$ cat config.mk
export PLATFORM = sky130hd
export DESIGN_NAME = sio_irq_ident
export DESIGN_NICKNAME = d
export VERILOG_FILES = /design/src/rtl/sio_irq_pkg.sv /design/src/rtl/sio_modem_track.sv /design/src/rtl/sio_rx_watch.sv /design/src/rtl/sio_prio_enc.sv /design/src/rtl/sio_irq_ident.sv
export SDC_FILE = /design/constraint.sdc
export NUM_CORES = 1
export LEC_CHECK = 0
export CAP_MARGIN = 5
export CORE_MARGIN = 2
export CORE_UTILIZATION = 35
export DETAILED_ROUTE_END_ITERATION = 12
export PLACE_DENSITY = 0.71
export REMOVE_ABC_BUFFERS = 1
export SLEW_MARGIN = 15
export SYNTH_ARGS = -nofsm -noshare
export SYNTH_HDL_FRONTEND = slang
export SYNTH_SLANG_ARGS = --single-unit
$ cat constraint.sdc
create_clock -name clk -period 2.9 [get_ports clk]
set_input_delay 0.725 -clock clk [delete_from_list [all_inputs] [get_ports clk]]
set_output_delay 0.725 -clock clk [all_outputs]
set_load 0.005 [all_outputs]
$ cat src/rtl/sio_irq_pkg.sv
package sio_irq_pkg;

  localparam int EN_W  = 4;
  localparam int NSRC  = 5;
  localparam int NLINE = 4;

  typedef enum logic [2:0] {
    CODE_MODEM = 3'b000,
    CODE_THRE  = 3'b001,
    CODE_RDA   = 3'b010,
    CODE_LSR   = 3'b011,
    CODE_CTO   = 3'b110
  } irq_code_e;

  // source index order is the priority order, index 0 most urgent
  localparam int SRC_LSR   = 0;
  localparam int SRC_RDA   = 1;
  localparam int SRC_CTO   = 2;
  localparam int SRC_THRE  = 3;
  localparam int SRC_MODEM = 4;

  function automatic irq_code_e src_code(input int idx);
    case (idx)
      SRC_LSR:  return CODE_LSR;
      SRC_RDA:  return CODE_RDA;
      SRC_CTO:  return CODE_CTO;
      SRC_THRE: return CODE_THRE;
      default:  return CODE_MODEM;
    endcase
  endfunction

  function automatic int trig_words(input logic [1:0] sel);
    case (sel)
      2'd0:    return 1;
      2'd1:    return 4;
      2'd2:    return 8;
      default: return 14;
    endcase
  endfunction

endpackage

$ cat src/rtl/sio_modem_track.sv
module sio_modem_track #(
  parameter int            NL         = 4,
  parameter logic [NL-1:0] TRAIL_ONLY = 4'b0100
) (
  input  logic          clk,
  input  logic          rst_n,
  input  logic [NL-1:0] line_n,
  input  logic          clr,
  output logic [NL-1:0] samp_n,
  output logic [NL-1:0] delta
);

  for (genvar i = 0; i < NL; i++) begin : g_line
    logic hit;
    if (TRAIL_ONLY[i]) begin : g_trail
      assign hit = line_n[i] & ~samp_n[i];
    end else begin : g_any
      assign hit = line_n[i] ^ samp_n[i];
    end

    always_ff @(posedge clk) begin
      if (!rst_n) begin
        samp_n[i] <= 1'b1;
        delta[i]  <= 1'b0;
      end else begin
        samp_n[i] <= line_n[i];
        if (hit)      delta[i] <= 1'b1;
        else if (clr) delta[i] <= 1'b0;
      end
    end
  end

endmodule

$ cat src/rtl/sio_rx_watch.sv
module sio_rx_watch
  import sio_irq_pkg::*;
#(
  parameter int LVL_W         = 5,
  parameter int TIMEOUT_CHARS = 4
) (
  input  logic             clk,
  input  logic             rst_n,
  input  logic [LVL_W-1:0] level,
  input  logic             push,
  input  logic             pop,
  input  logic             tick,
  input  logic [1:0]       trig_sel,
  output logic             rda,
  output logic             cto
);

  localparam int CNT_W = $clog2(TIMEOUT_CHARS + 1);
  localparam logic [CNT_W-1:0] CNT_MAX = CNT_W'(TIMEOUT_CHARS);

  logic [CNT_W-1:0] tcnt;
  logic             empty;
  logic [LVL_W:0]   need;

  assign empty = (level == '0);
  assign need  = (LVL_W + 1)'(trig_words(trig_sel));
  assign rda   = ({1'b0, level} >= need);
  assign cto   = !empty && (tcnt == CNT_MAX);

  always_ff @(posedge clk) begin
    if (!rst_n) begin
      tcnt <= '0;
    end else if (empty || push || pop) begin
      tcnt <= '0;
    end else if (tick && tcnt != CNT_MAX) begin
      tcnt <= tcnt + 1'b1;
    end
  end

endmodule

$ cat src/rtl/sio_prio_enc.sv
module sio_prio_enc
  import sio_irq_pkg::*;
(
  input  logic [NSRC-1:0] req,
  output irq_code_e       code,
  output logic            any
);

  always_comb begin
    code = CODE_MODEM;
    for (int i = NSRC - 1; i >= 0; i--) begin
      if (req[i]) code = src_code(i);
    end
  end

  assign any = |req;

endmodule

$ cat src/rtl/sio_irq_ident.sv
module sio_irq_ident
  import sio_irq_pkg::*;
#(
  parameter int LVL_W         = 5,
  parameter int TIMEOUT_CHARS = 4
) (
  input  logic             clk,
  input  logic             rst_n,
  input  logic [7:0]       cfg_wdata,
  input  logic             en_we,
  input  logic             fifo_we,
  input  logic             aux_we,
  input  logic             id_rd,
  input  logic             lsr_rd,
  input  logic             msr_rd,
  input  logic             thr_wr,
  input  logic             line_err,
  input  logic [LVL_W-1:0] rx_level,
  input  logic             rx_push,
  input  logic             rx_pop,
  input  logic             char_tick,
  input  logic             thr_empty,
  input  logic             dcd_n,
  input  logic             ri_n,
  input  logic             dsr_n,
  input  logic             cts_n,
  output logic [7:0]       en_value,
  output logic [7:0]       id_value,
  output logic [7:0]       msr_value,
  output logic             irq
);

  logic [EN_W-1:0]  en_q;
  logic             fifo_en_q;
  logic [1:0]       trig_q;
  logic             out2_q;
  logic             line_flag;
  logic             thre_flag;
  logic             thr_q;
  logic [NLINE-1:0] modem_samp_n;
  logic [NLINE-1:0] modem_delta;
  logic             rda_raw, cto_raw;
  logic [NSRC-1:0]  req;
  irq_code_e        cur_code;
  logic             pend;
  logic             thre_set, thre_clr;

  // configuration registers
  always_ff @(posedge clk) begin
    if (!rst_n) begin
      en_q      <= '0;
      fifo_en_q <= 1'b0;
      trig_q    <= 2'b00;
      out2_q    <= 1'b0;
    end else begin
      if (en_we)   en_q <= cfg_wdata[EN_W-1:0];
      if (fifo_we) begin
        fifo_en_q <= cfg_wdata[0];
        trig_q    <= cfg_wdata[7:6];
      end
      if (aux_we)  out2_q <= cfg_wdata[0];
    end
  end

  // sticky line error; a new event beats the clearing read
  always_ff @(posedge clk) begin
    if (!rst_n)        line_flag <= 1'b0;
    else if (line_err) line_flag <= 1'b1;
    else if (lsr_rd)   line_flag <= 1'b0;
  end

  // transmit-empty source
  assign thre_set = (thr_empty && !thr_q) ||
                    (en_we && cfg_wdata[1] && !en_q[1] && thr_empty);
  assign thre_clr = thr_wr || (id_rd && pend && cur_code == CODE_THRE);

  always_ff @(posedge clk) begin
    if (!rst_n) begin
      thr_q     <= 1'b1;
      thre_flag <= 1'b0;
    end else begin
      thr_q <= thr_empty;
      if (thre_set)      thre_flag <= 1'b1;
      else if (thre_clr) thre_flag <= 1'b0;
    end
  end

  // modem lines: index 0 cts, 1 dsr, 2 ring (trailing edge only), 3 carrier
  sio_modem_track #(
    .NL         (NLINE),
    .TRAIL_ONLY (4'b0100)
  ) u_modem (
    .clk    (clk),
    .rst_n  (rst_n),
    .line_n ({dcd_n, ri_n, dsr_n, cts_n}),
    .clr    (msr_rd),
    .samp_n (modem_samp_n),
    .delta  (modem_delta)
  );

  sio_rx_watch #(
    .LVL_W         (LVL_W),
    .TIMEOUT_CHARS (TIMEOUT_CHARS)
  ) u_rx (
    .clk      (clk),
    .rst_n    (rst_n),
    .level    (rx_level),
    .push     (rx_push),
    .pop      (rx_pop),
    .tick     (char_tick),
    .trig_sel (trig_q),
    .rda      (rda_raw),
    .cto      (cto_raw)
  );

  always_comb begin
    req            = '0;
    req[SRC_LSR]   = en_q[2] && line_flag;
    req[SRC_RDA]   = en_q[0] && rda_raw;
    req[SRC_CTO]   = en_q[0] && cto_raw;
    req[SRC_THRE]  = en_q[1] && thre_flag;
    req[SRC_MODEM] = en_q[3] && (|modem_delta);
  end

  sio_prio_enc u_prio (
    .req  (req),
    .code (cur_code),
    .any  (pend)
  );

  assign en_value  = {{(8 - EN_W){1'b0}}, en_q};
  assign id_value  = {fifo_en_q, fifo_en_q, 2'b00, cur_code, !pend};
  assign msr_value = {~modem_samp_n, modem_delta};
  assign irq       = pend && out2_q;

endmodule

==> out/summary.txt <==
================================================================================
DRT iter0 DRCs                                                                22
CP arrival                                                               2.14 ns
Height of the die                                                        61.7 um
Number of rows created at floorplan                                           20
Wire length of the first global-routing pass                             4290 um
Worst hold path startpoint                                          u_rx.tcnt[1]
Cells taking the most area after synthesis                          dfxtp_1 38%, nor2b_1 7.5%, mux2i_1 6.9%
Most frequently used cell type in the post-synthesis netlist             dfxtp_1
Maximum number of buffers from clock root to sink                              2
Net count of the finished layout                                             219
Overall routed net length                                                2700 um
Largest family of logic cells by synthesized area                   simple AND/OR/NAND/NOR gates
Post-DP Area                                                          1710 sq um
Global-route congestion overflow total                                         0
Diode count                                                                    0
Count of distinct cell types in the synthesized netlist                       34
Maximum number of pins on one net before global-route repair                  13
Vias in the first global route                                              1032
Library cell used as clock root buffer                                  clkbuf_4
Hold_ws                                                                 0.484 ns
Maximum net fanout on the critical path                                        3
Post-synthesis simple-gate area fraction                                   0.215
Post-synth design cell area                                           1170 sq um
Worst clock skew                                                      0.00572 ns
Multiplexer share of the synthesized area                                 0.0687
Final TNS setup                                                             0 ns
Initial cell density of the core                                           0.376
Clock transition at path regs                                            0.11 ns
Crit path capture type                                               output port
Post-Syn Instances                                                           126
Unrepaired setup endpoints after global routing                              yes
Post-synth top flop                                                      dfxtp_1
Remaining antenna violation count                                              0
Max capacitance violation total                                                0
Synth area leader                                                        dfxtp_1
Highest ir drop seen on vdd                                             0.234 mV
Final Hold Viols                                                               0
Synthesized-area fraction occupied by ao, oa, aoi and oai cells            0.141
Drt first pass iters                                                           4
Number of port buffers                                                        47
HPWL Detailed                                                            2170 um
Synthesized-area fraction occupied by xor and xnor cells                  0.0300
Vias per cell                                                               4.51
Final critical-path share of the clock period                              0.987
Combined global-route utilization of all metal layers                      0.154
Gpl congestion                                                             0.814
Power density over cell area                                         355 nW/um^2
Area occupied by registers                                             443 sq um
Area enclosed by the die boundary                                     3810 sq um
Endpoint required time on the critical path                              2.17 ns
Top cells by instance count after synthesis                         22 x dfxtp_1, 14 x nor2b_1, 12 x inv_1
Type of the worst setup path                                        input port to output port
Seq/Total Area, Yosys                                                      0.378
Final worst slack                                                      0.0371 ns
Share of post-route cells with drive strength above 1                      0.206
CTS tree                                                                   built
Count of pins on the block boundary                                           56
Final Instance Area                                                   1760 sq um
Area share of the largest cell type after synthesis                        0.378
Floorplan die width                                                      61.7 um
Outcome                                                             finished clean
Area growth syn-to-layout                                                  51.0%
Power consumption                                                       0.624 mW
FFs w/ async S/R, synth                                                        0
Area of the multi-input gates                                          682 sq um
Maximum clock frequency                                                  349 MHz
Hold buffers post-CTS                                                          0
Synthesized-area fraction occupied by adder cells                         0.0644
Count of unresolved DRC violations after routing                               0
Leakage Power                                                           0.746 nW
Startpoint of the most critical setup path                           rx_level[2]
Vias after detailed routing                                                 1011
Min Clock Period, post-route                                             2.86 ns
Number of warnings reported in the yosys synthesis log                         0
Worst slack at placement                                               -0.742 ns
Number of antenna violations at the first check in global routing              0
Filler Cell Count                                                            311
Number of enable-type register cells in the synthesized netlist                0
Total count of max-transition violations in the final report                   0
Type of origin of the critical path                                   input port
Synth Area per Inst                                                   9.25 sq um
Placeable core region                                                 3100 sq um
Clock latency at the later pin of the worst-skew pair                    0.30 ns
Flops & latches, synth                                                        22
Maximum level of the CTS H-tree                                                1
Clock Sink Count                                                              22
Kind of path behind the tightest hold check                         flip-flop to flip-flop
Avg WL per Cell                                                          12.0 um
Start of the worst register-to-register path                           trig_q[0]
Post-CTS setup-driven buffer insertion count                                   0
Total clock buffers created by CTS                                             3
Total setup violations reported at the end of the flow                         0
================================================================================
==> layout by cell type, fill, tap and decap left out, types with 3 or more instances in the layout <==
master / count
inv_1: 12
buf_4: 10
mux2i_1: 8
xor2_1: 3
o21a_1: 3
nor2b_1: 14
dfxtp_1: 20
nand2_1: 7
buf_2: 7
ha_1: 3
a21oi_1: 7
nor2_1: 5
nand2b_1: 4
ha_4: 3
conb_1: 6
clkbuf_4: 3
clkdlybuf4s50_1: 37
==> stage by stage <==
stage / utilization / instances
floorplan: - / 120
global placement: 0.552 / 221
detailed placement: 0.552 / 221
CTS: 0.565 / 224
global route: 0.567 / 224
finish: 0.567 / 224
==> kinds of logic (layout without fill, tap and decap cells) <==
kind of cell | after synthesis | after routing
adders and majority gates | 6 | 6
DFF | 22 | 22
xor gates and xnor gates | 4 | 4
and+or+nand+nor | 43 | 43
buffers and inverters | 23 | 72
other | 1 | 6
muxes | 8 | 8
AOI/OAI and AO/OA | 19 | 19
==> critical path, stage by stage <==
cell and delay (ns):
buf_8 0.10, ha_4 0.14, or4_4 0.54, a21oi_4 0.18, o311ai_4 0.13, o21a_1 0.20, buf_2 0.12
==> metal layers <==
metal	global-route usage	up-vias	routed length, um
met5	0	-	0
li1	-	512	-
met2	0.274	41	1330
met3	0.0518	2	240
met1	0.175	456	1120
met4	0.0426	0	10
==> path summary, 6_finish.rpt <==
kind	to	slack, ns	depth (start not counted)
worst max-delay path	irq	0.04	7
worst min register to register	u_rx.tcnt[1]	0.48	2
worst min-delay path	u_rx.tcnt[1]	0.48	2
worst max register to register	thre_flag	1.01	7
==> repair_timing <==
action                                  4_1_cts  5_1_grt
endpoints found under the setup margin        5        4
cloned                                        0        0
pin swaps                                     9        6
gates resized for setup                      42        7
==> power breakdown <==
part,switching (mW),leakage [nW],total [mW],internal [mW]
sequential,0.0128,0.183,0.332,0.319
combinational,0.0601,0.549,0.160,0.0999
clock,0.0837,0.0138,0.132,0.0483
==> final cells by class <==
type | instances | area share
Clock buffer | 3 | 0.0128
Sequential cell | 22 | 0.252
Inverter | 12 | 0.0256
Tap cell | 44 | 0.0313
Timing Repair Buffer | 57 | 0.291
Multi-Input combinational cell | 86 | 0.387
==> sequential cells by signal, summed over array words and instances, names as in the netlist, 2 cells and up <==
name and flops:
u_rx.tcnt 3, u_modem.delta 4, trig_q 2, en_q 4
u_modem.samp_n 4
No activity file was read; power rests on OpenSTA's default activity.
